### config.mk
export PLATFORM = sky130hd
export DESIGN_NAME = sdram_mode_ctl
export DESIGN_NICKNAME = d
export VERILOG_FILES = /design/src/rtl/sdmr_pkg.sv /design/src/rtl/sdmr_regs.sv /design/src/rtl/sdmr_burst.sv /design/src/rtl/sdmr_rdpipe.sv /design/src/rtl/sdram_mode_ctl.sv
export SDC_FILE = /design/constraint.sdc
export NUM_CORES = 1
export LEC_CHECK = 0
export BUFFER_PORTS_ARGS = -buffer_cell sky130_fd_sc_hd__buf_2
export CELL_PAD_IN_SITES_DETAIL_PLACEMENT = 1
export CELL_PAD_IN_SITES_GLOBAL_PLACEMENT = 2
export CORE_ASPECT_RATIO = 1.4
export CORE_MARGIN = 8
export CORE_UTILIZATION = 32
export CTS_CLUSTER_SIZE = 30
export DETAILED_ROUTE_END_ITERATION = 16
export PLACE_DENSITY = 0.75
export SLEW_MARGIN = 20
export SYNTH_ARGS = -nofsm -noshare
export SYNTH_HDL_FRONTEND = slang
export SYNTH_SLANG_ARGS = --single-unit
### constraint.sdc
create_clock -name clk -period 3.23 [get_ports clk]
set_input_delay 0.323 -clock clk [delete_from_list [all_inputs] [get_ports clk]]
set_output_delay 0.323 -clock clk [all_outputs]
set_load 0.05 [all_outputs]
### src/rtl/sdmr_pkg.sv
package sdmr_pkg;

  typedef enum logic [1:0] {
    OP_READ  = 2'd0,
    OP_WRITE = 2'd1,
    OP_SET   = 2'd2,
    OP_OTHER = 2'd3
  } op_e;

  typedef struct packed {
    logic [2:0] bl;
    logic       ilv;
    logic [1:0] cl;
    logic       wr_one;
    logic [2:0] pasr;
    logic [1:0] tcsr;
  } cfg_t;

  localparam cfg_t CFG_RESET = '{bl: 3'b011, ilv: 1'b0, cl: 2'd2, wr_one: 1'b0,
                                 pasr: 3'b000, tcsr: 2'b00};

  function automatic logic bl_code_ok(input logic [2:0] c);
    return (c <= 3'd3) || (c == 3'd7);
  endfunction

  function automatic logic pasr_code_ok(input logic [2:0] c);
    return !((c == 3'd3) || (c == 3'd4) || (c == 3'd7));
  endfunction

endpackage

### src/rtl/sdmr_regs.sv
module sdmr_regs
  import sdmr_pkg::*;
#(
  parameter int ADDR_W   = 13,
  parameter int MRD_WAIT = 2
) (
  input  logic              clk,
  input  logic              rst,
  input  logic              set_go,
  input  logic [1:0]        ba,
  input  logic [ADDR_W-1:0] addr,
  output cfg_t              cfg,
  output logic              illegal,
  output logic              wait_busy
);
  localparam int CNT_W = $clog2(MRD_WAIT + 1);

  logic [CNT_W-1:0] cnt;
  logic             base_ok, ext_ok;

  always_comb begin
    base_ok = bl_code_ok(addr[2:0]) && (addr[6:4] == 3'd2 || addr[6:4] == 3'd3);
    ext_ok  = pasr_code_ok(addr[2:0]) && (addr[4:3] != 2'b11) && (addr[ADDR_W-1:5] == '0);
  end

  always_ff @(posedge clk) begin
    if (rst) begin
      cfg     <= CFG_RESET;
      illegal <= 1'b0;
      cnt     <= '0;
    end else begin
      illegal <= 1'b0;
      if (cnt != '0) cnt <= cnt - 1'b1;
      if (set_go) begin
        cnt <= CNT_W'(MRD_WAIT);
        case (ba)
          2'b00: begin
            if (base_ok) begin
              cfg.bl     <= addr[2:0];
              cfg.ilv    <= addr[3];
              cfg.cl     <= addr[5:4];
              cfg.wr_one <= addr[9];
            end else begin
              illegal <= 1'b1;
            end
          end
          2'b10: begin
            if (ext_ok) begin
              cfg.pasr <= addr[2:0];
              cfg.tcsr <= addr[4:3];
            end else begin
              illegal <= 1'b1;
            end
          end
          default: illegal <= 1'b1;
        endcase
      end
    end
  end

  assign wait_busy = (cnt != '0);

endmodule

### src/rtl/sdmr_burst.sv
module sdmr_burst #(
  parameter int COL_W = 8,
  parameter int LGW   = $clog2(COL_W + 1)
) (
  input  logic             clk,
  input  logic             rst,
  input  logic             start,
  input  logic             start_wr,
  input  logic [COL_W-1:0] start_col,
  input  logic [LGW-1:0]   len_lg,
  input  logic             ilv,
  output logic             beat_v,
  output logic             beat_wr,
  output logic [COL_W-1:0] beat_col
);
  logic             active, wr_q, ilv_q;
  logic [LGW-1:0]   lg_q;
  logic [COL_W-1:0] base_q, idx, mask, low;
  logic [COL_W:0]   span;

  always_comb begin
    span     = ({{COL_W{1'b0}}, 1'b1} << lg_q) - 1'b1;
    mask     = span[COL_W-1:0];
    low      = ilv_q ? (base_q ^ idx) : (base_q + idx);
    beat_col = (base_q & ~mask) | (low & mask);
  end

  always_ff @(posedge clk) begin
    if (rst) begin
      active <= 1'b0;
      wr_q   <= 1'b0;
      ilv_q  <= 1'b0;
      lg_q   <= '0;
      base_q <= '0;
      idx    <= '0;
    end else if (start) begin
      active <= 1'b1;
      wr_q   <= start_wr;
      ilv_q  <= ilv;
      lg_q   <= len_lg;
      base_q <= start_col;
      idx    <= '0;
    end else if (active) begin
      if (idx == mask) active <= 1'b0;
      else             idx    <= idx + 1'b1;
    end
  end

  assign beat_v  = active;
  assign beat_wr = wr_q;

endmodule

### src/rtl/sdmr_rdpipe.sv
module sdmr_rdpipe #(
  parameter int               COL_W  = 8,
  parameter logic [COL_W-1:0] SALT   = 8'hA5,
  parameter int               STAGES = 2
) (
  input  logic               clk,
  input  logic               rst,
  input  logic               in_v,
  input  logic [COL_W-1:0]   in_col,
  input  logic               long_lat,
  output logic               out_v,
  output logic [COL_W-1:0]   out_col,
  output logic [2*COL_W-1:0] out_data,
  output logic               pending
);
  logic [STAGES-1:0] st_v;
  logic [COL_W-1:0]  st_c [STAGES];
  logic              pick_v;
  logic [COL_W-1:0]  pick_c;

  for (genvar g = 0; g < STAGES; g++) begin : g_stage
    always_ff @(posedge clk) begin
      if (rst) begin
        st_v[g] <= 1'b0;
        st_c[g] <= '0;
      end else if (g == 0) begin
        st_v[g] <= in_v;
        st_c[g] <= in_col;
      end else begin
        st_v[g] <= st_v[(g == 0) ? 0 : g-1];
        st_c[g] <= st_c[(g == 0) ? 0 : g-1];
      end
    end
  end

  always_comb begin
    pick_v = long_lat ? st_v[STAGES-1] : st_v[0];
    pick_c = long_lat ? st_c[STAGES-1] : st_c[0];
  end

  always_ff @(posedge clk) begin
    if (rst) begin
      out_v    <= 1'b0;
      out_col  <= '0;
      out_data <= '0;
    end else begin
      out_v    <= pick_v;
      out_col  <= pick_c;
      out_data <= {pick_c ^ SALT, pick_c};
    end
  end

  assign pending = |st_v;

endmodule

### src/rtl/sdram_mode_ctl.sv
module sdram_mode_ctl
  import sdmr_pkg::*;
#(
  parameter int               ADDR_W    = 13,
  parameter int               COL_W     = 8,
  parameter int               MRD_WAIT  = 2,
  parameter logic [COL_W-1:0] DATA_SALT = 8'hA5
) (
  input  logic               clk,
  input  logic               rst,
  input  logic               cmd_valid,
  input  logic [1:0]         cmd_op,
  input  logic [1:0]         cmd_ba,
  input  logic [ADDR_W-1:0]  cmd_addr,
  input  logic               banks_idle,
  output logic               rd_valid,
  output logic [COL_W-1:0]   rd_col,
  output logic [2*COL_W-1:0] rd_data,
  output logic               wr_valid,
  output logic [COL_W-1:0]   wr_col,
  output logic               proto_err,
  output logic               illegal_err,
  output logic [2:0]         cfg_burst_code,
  output logic               cfg_interleave,
  output logic [1:0]         cfg_latency,
  output logic               cfg_wr_single,
  output logic [2:0]         cfg_pasr,
  output logic [1:0]         cfg_tcsr
);
  localparam int LGW        = $clog2(COL_W + 1);
  localparam int MIN_LAT    = 2;
  localparam int MAX_LAT    = 3;
  localparam int PIPE_DEPTH = MAX_LAT - MIN_LAT + 1;

  op_e              op;
  cfg_t             cfg;
  logic             wait_busy, pipe_pending, busy, accept;
  logic             set_go, rd_go, wr_go, proto_d;
  logic             beat_v, beat_wr;
  logic [COL_W-1:0] beat_col;
  logic [LGW-1:0]   len_lg;

  assign op      = op_e'(cmd_op);
  assign busy    = wait_busy | beat_v | pipe_pending;
  assign accept  = cmd_valid & ~busy;
  assign set_go  = accept & (op == OP_SET) & banks_idle;
  assign rd_go   = accept & (op == OP_READ);
  assign wr_go   = accept & (op == OP_WRITE);
  assign proto_d = cmd_valid & (busy | ((op == OP_SET) & ~banks_idle));

  always_comb begin
    if (wr_go && cfg.wr_one)  len_lg = '0;
    else if (cfg.bl == 3'd7)  len_lg = LGW'(COL_W);
    else                      len_lg = LGW'(cfg.bl[1:0]);
  end

  sdmr_regs #(.ADDR_W(ADDR_W), .MRD_WAIT(MRD_WAIT)) u_regs (
    .clk(clk), .rst(rst), .set_go(set_go), .ba(cmd_ba), .addr(cmd_addr),
    .cfg(cfg), .illegal(illegal_err), .wait_busy(wait_busy)
  );

  sdmr_burst #(.COL_W(COL_W), .LGW(LGW)) u_burst (
    .clk(clk), .rst(rst), .start(rd_go | wr_go), .start_wr(wr_go),
    .start_col(cmd_addr[COL_W-1:0]), .len_lg(len_lg), .ilv(cfg.ilv),
    .beat_v(beat_v), .beat_wr(beat_wr), .beat_col(beat_col)
  );

  sdmr_rdpipe #(.COL_W(COL_W), .SALT(DATA_SALT), .STAGES(PIPE_DEPTH)) u_pipe (
    .clk(clk), .rst(rst), .in_v(beat_v & ~beat_wr), .in_col(beat_col),
    .long_lat(cfg.cl == 2'(MAX_LAT)), .out_v(rd_valid), .out_col(rd_col),
    .out_data(rd_data), .pending(pipe_pending)
  );

  always_ff @(posedge clk) begin
    if (rst) begin
      wr_valid  <= 1'b0;
      wr_col    <= '0;
      proto_err <= 1'b0;
    end else begin
      wr_valid  <= beat_v & beat_wr;
      wr_col    <= beat_col;
      proto_err <= proto_d;
    end
  end

  assign cfg_burst_code = cfg.bl;
  assign cfg_interleave = cfg.ilv;
  assign cfg_latency    = cfg.cl;
  assign cfg_wr_single  = cfg.wr_one;
  assign cfg_pasr       = cfg.pasr;
  assign cfg_tcsr       = cfg.tcsr;

endmodule

After elaboration in Yosys (flattened, before gate mapping)
Memory sizes are Yosys's and may differ from the RTL's.
Cells that the tools add are included.

storage, ports and cells
  register bits after elaboration = 75
  latch bits = 0
  bits in writable memories = 16
  memory bits (read-only) = 0
  word-level logic and storage cells = 107
  memories = 1

memories
  name         words  width  read ports  clocked after memory_dff  wr ports  line               source
  u_pipe.st_c  2      8      2           0                         2         sdmr_rdpipe.sv:17  logic [COL_W-1:0] st_c [STAGES];

cells by class
  add/subtract/negate cells = 4
  multipliers = 0
  divide/modulo/power cells = 0
  $lt $le $gt $ge = 1
  equality and inequality tests = 12
  shift-type cells = 1
  muxes and demuxes = 18
  bitwise gates (word level) = 26
  reductions and logical operators = 21

operators by type and width
  cell                   number
  $mux W8                4
  $and A8 B8 Y8          2
  $and A1 B1 Y1          9
  $eq A3 B2 Y1 const B   3
  $eq A3 B3 Y1 const B   3
  $mux W1                9
  $add A8 B1 Y8 const B  1
  $add A8 B8 Y8          1
  $eq A8 B8 Y1           1
  $logic_not A8 Y1       1
  $mux W4                2
  $not A8 Y8             1
  $or A8 B8 Y8           1
  $reduce_or A2 Y1       4
  $shl A1 B4 Y8 const A  1
  $sub A8 B1 Y8 const B  1
  $xor A8 B8 Y8          1
  $eq A2 B2 Y1 const B   3
  $or A1 B1 Y1           6
  $reduce_and A3 Y1      2
  $not A1 Y1             5
  $logic_and A1 B1 Y1    4
  $logic_not A2 Y1       2
  $logic_or A1 B1 Y1     4
  other kinds (10)       12

Logic depth before layout (Yosys ltp)
  word-level depth = 9
  depth in mapped cells = 10

Modules after synthesis
From an unflattened synthesis, not the netlist that was laid out.

unflattened totals
  cells, all modules = 384
  area total of the unflattened synthesis = 3,674.8 µm²

modules (own cells, without submodules)
  module          times used  cells each  area each (µm²)  sequential area each (µm²)
  sdmr_burst      1           190         1,615.3          460.4
  sdmr_rdpipe     1           88          1,004.7          620.6
  sdmr_regs       1           68          660.6            300.3
  sdram_mode_ctl  1           38          394.1            200.2

Least setup slack after synthesis
No wires, ideal clock.

  path type = flip-flop to flip-flop
  start point = register u_burst.lg_q[3]
  end point = register u_burst.idx[3]
  data arrival time = 2.299 ns
  required time = 3.106 ns
  path slack = 0.807 ns
  stages on the path, launching flop included = 11
  cells stage by stage = dfxtp_1 > buf_2 > nor3_1 > inv_1 > ha_1 > xor2_1 > nand4_1 > a2111oi_0 > clkbuf_1 > or3_1 > a21oi_1

on the way
  cells in the longest elaborated chain, start to end = 5

ends and longest elaborated chain
  element                             line              source
  start: declaration                  sdmr_burst.sv:17  logic [LGW-1:0] lg_q;
  start signal: assignment            sdmr_burst.sv:40  lg_q <= len_lg;
  $shl A1 B4 Y8                       sdmr_burst.sv:22  span = ({{COL_W{1'b0}}, 1'b1} << lg_q) - 1'b1;
  $sub A8 B1 Y8                       sdmr_burst.sv:22
  $eq A8 B8 Y1                        sdmr_burst.sv:44  if (idx == mask) active <= 1'b0;
  $not A1 Y1 (no source line)         -
  $reduce_and A2 Y1 (no source line)  -
  end signal: assignment              sdmr_burst.sv:45  else idx <= idx + 1'b1;
  end: declaration                    sdmr_burst.sv:18  logic [COL_W-1:0] base_q, idx, mask, low;

No other way between the ends.
A chain may end at the register's enable or synchronous reset.

Worst setup path in the final report
  start point = register u_burst.lg_q[0]
  end point = register u_burst.idx[2]

Same word-level chain as after synthesis.

==> results.yml <==
status:
  status: "finished clean"
detailed_routing:
  route.detailed.drc: 0
  drt-pass1-iter-count: 4
  wirelength_mm: 8.86
  drt_iter0_drc: 79
  post_drt_wl_per_cell_um: 16.2
  ant_nets: 0
  avgViaCountPerCell: 4.93
  vias: 2691
finish:
  n_antenna_cell: 0
  nets: 439
  drive_above_1_share: 0.221
  design_area_sq_um: 3880
  area_growth_pct: 21.3
  fillCellCount: 1192
placed_design:
  numPortBuffers: 68
  gp_congestion: 0.852
  place_area_sq_um: 3590
  dp_hpwl_mm: 6.87
critical_path:
  crit_type: "reg2reg"
  end_kind: "flop"
  required_ns: 3.49
  crit_arrival_ns: 2.83
  critPathLaunchType: "flop"
  worstPathMaxFanout: 11
timing:
  slew_headroom: 0.550
  setup_tns_ns: 0
  rsz0062_at_grt: "false"
  hold_viol: 0
  fin_crit_sh: 0.795
  setup_viol: 0
  worstMarginPinSlew_ns: 0.676
  clock.fmax_ghz: 0.390
  post-route-min-period_ns: 2.57
  holdWs_ns: 0.251
  finClkSkew_ns: 0.00777
  drv_slew: 0
logic_synthesis:
  synth_common_cells: "dfxtp_1 (70), nor2_1 (45), mux2i_1 (27)"
  synth_top_cell_area_share: 0.439
  synthFlopType: "dfxtp_1"
  ys_ff_latch: 70
  ys_top_cells_by_area: "dfxtp_1 (44%), mux2i_1 (8.5%), nor2_1 (5.3%)"
  synthCells: 350
  yosysUniqueCellTypes: 47
  async_reset_ff_frac: 0
  ys_seq_area_frac: 0.439
  synth-edff-count: 0
  synth_warnings: 0
  synth_nets: 382
  yosys.cell_count.top_type: "dfxtp_1"
  synth_area_per_cell_sq_um: 9.13
  synth.largest_area_cell: "dfxtp_1"
  syn_area_sq_um: 3200
clock_network:
  cts_sinks: 70
  cts_buffers: 9
  cts_tree: "built"
  insertion_delay_ns: 0.33
  cts-htree-levels: 3
  root_buffer: "clkbuf_16"
  holdBufCountCts: 0
  cts_resized: 0
  clock_tree.buffer_depth: 2
  clkTransAtPathRegs_ns: 0.06
  post_cts_buffers: 0
die:
  io_pins: 69
  rows: 43
  die_h_um: 134
  core-area_sq_um: 9790
  die-width_um: 100
  die_area_sq_um: 13500
  initial_core_util: 0.326
run:
  max_cap_viol_count: 0
power_and_ir_drop:
  p_int_mw: 1.61
  vdd_drop_max_mv: 0.250
  power_density_nw_per_um2: 559
  seq_power_share: 0.425
  power_frac_comb: 0.133
  p_leak_nw: 1.74
  p_sw_mw: 0.560
  p_clk_frac: 0.442
  swShare: 0.258
global_route:
  track_usage: 0.140
  use_met3: 0.0389
  grt-ovfl-total: 0
  grt_pass1_wl_mm: 14.7
  grt_pass1_vias: 2883
  met2_usage: 0.255
  busiest_layer: "met2"
  antenna_found_initial: 0
  grt_max_degree: 37
  use_met1: 0.142
hold_path:
  hold_class: "in2reg"
## cells in the final DEF (no fill, tap or decap), drive strengths merged, types with 2 or more instances in the layout
cell type,Yosys,final
nand3b,4,4
nand4,6,6
or4,4,4
nor3,5,5
and2,5,5
nand2,25,25
nor3b,5,5
nand3,7,7
a211oi,5,5
xnor2,9,9
dfxtp,70,70
nor2b,11,11
o211ai,2,2
o21ai,10,10
nand2b,4,4
a21oi,23,23
inv,10,10
a21o,2,2
and3,2,2
clkbuf,12,14
buf,15,73
ha,10,10
or3,8,8
nor2,45,45
a211o,3,3
a2111oi,2,2
nor4,3,3
mux2i,27,27
xor2,2,2
or4b,2,2
## cells by family after synthesis
kind of cell | count (synthesis) | synth area share
XOR/XNOR | 12 | 0.0372
adder cells (fa/ha/maj) | 11 | 0.0454
multiplexers | 28 | 0.0881
flip-flops | 70 | 0.439
AND/OR/NAND/NOR | 139 | 0.227
buffers and inverters | 37 | 0.0583
AO/OA/AOI/OAI | 53 | 0.105
## critical path, cell delays in order (launching register included)
cell and delay (ns):
dfxtp_1 0.36, nor3_1 0.42, inv_1 0.09, ha_1 0.34, xor2_1 0.15, nand4_1 0.17, a2111oi_0 0.49, buf_4 0.25
o21ai_0 0.10, a21oi_1 0.13
## stage by stage
step           cells  total power, mW  utilization  worst slack (ns)
6_report         546             2.17        0.396             0.663
5_1_grt          546             2.26        0.396             0.404
4_1_cts          546             2.19        0.396             0.723
3_5_place_dp     531             1.23        0.367             0.731
3_3_place_gp     531             1.22        0.367             0.811
2_1_floorplan    350             1.15            -             0.807
## routing by layer
metal | vias to the layer above | wire length (um)
met5 | - | 0
met4 | 0 | 272
li1 | 1324 | -
met2 | 54 | 4740
met3 | 16 | 421
met1 | 1297 | 3430
## worst paths after layout
check,startpoint,end,slack (ns),cells after the start
hold / removal,cmd_valid,proto_err,0.25,2
hold reg to reg,u_burst.beat_wr,u_pipe.st_v[0],0.46,1
setup / recovery,u_burst.lg_q[0],u_burst.idx[2],0.66,9
setup reg to reg,u_burst.lg_q[0],u_burst.idx[2],0.66,9
## flip-flops by register name (all words and copies together), names as in the netlist
| signal | cells |
|---|---|
| wr_valid | 1 |
| u_pipe.st_v | 2 |
| u_regs.illegal | 1 |
| u_pipe.st_c | 8 |
| u_burst.beat_v | 1 |
| u_burst.base_q | 8 |
| u_burst.ilv_q | 1 |
| proto_err | 1 |
| u_burst.beat_wr | 1 |
| u_burst.idx | 8 |
| u_burst.lg_q | 3 |
| wr_col | 8 |
| u_regs.cfg | 12 |
| u_regs.cnt | 2 |
| u_pipe.out_v | 1 |
| u_pipe.out_data | 12 |
## final cells by class
type	instances	area [sq um]	area share
Clock buffer	14	254	0.0655
Clock inverter	1	30.0	0.00774
Inverter	10	37.5	0.00968
Multi-Input combinational cell	243	1610	0.415
Sequential cell	70	1400	0.361
Tap cell	135	169	0.0436
Timing Repair Buffer	73	378	0.0975
## power by group through the flow
stage	Clock (mW)	Combinational [mW]	Sequential [mW]
finish	0.958	0.288	0.922
floorplan	0	0.164	0.984
detailed placement	0	0.290	0.941
CTS	0.979	0.291	0.923
global route	1.02	0.313	0.926
global placement	0	0.284	0.939
Power figures use the tool's default switching activity.
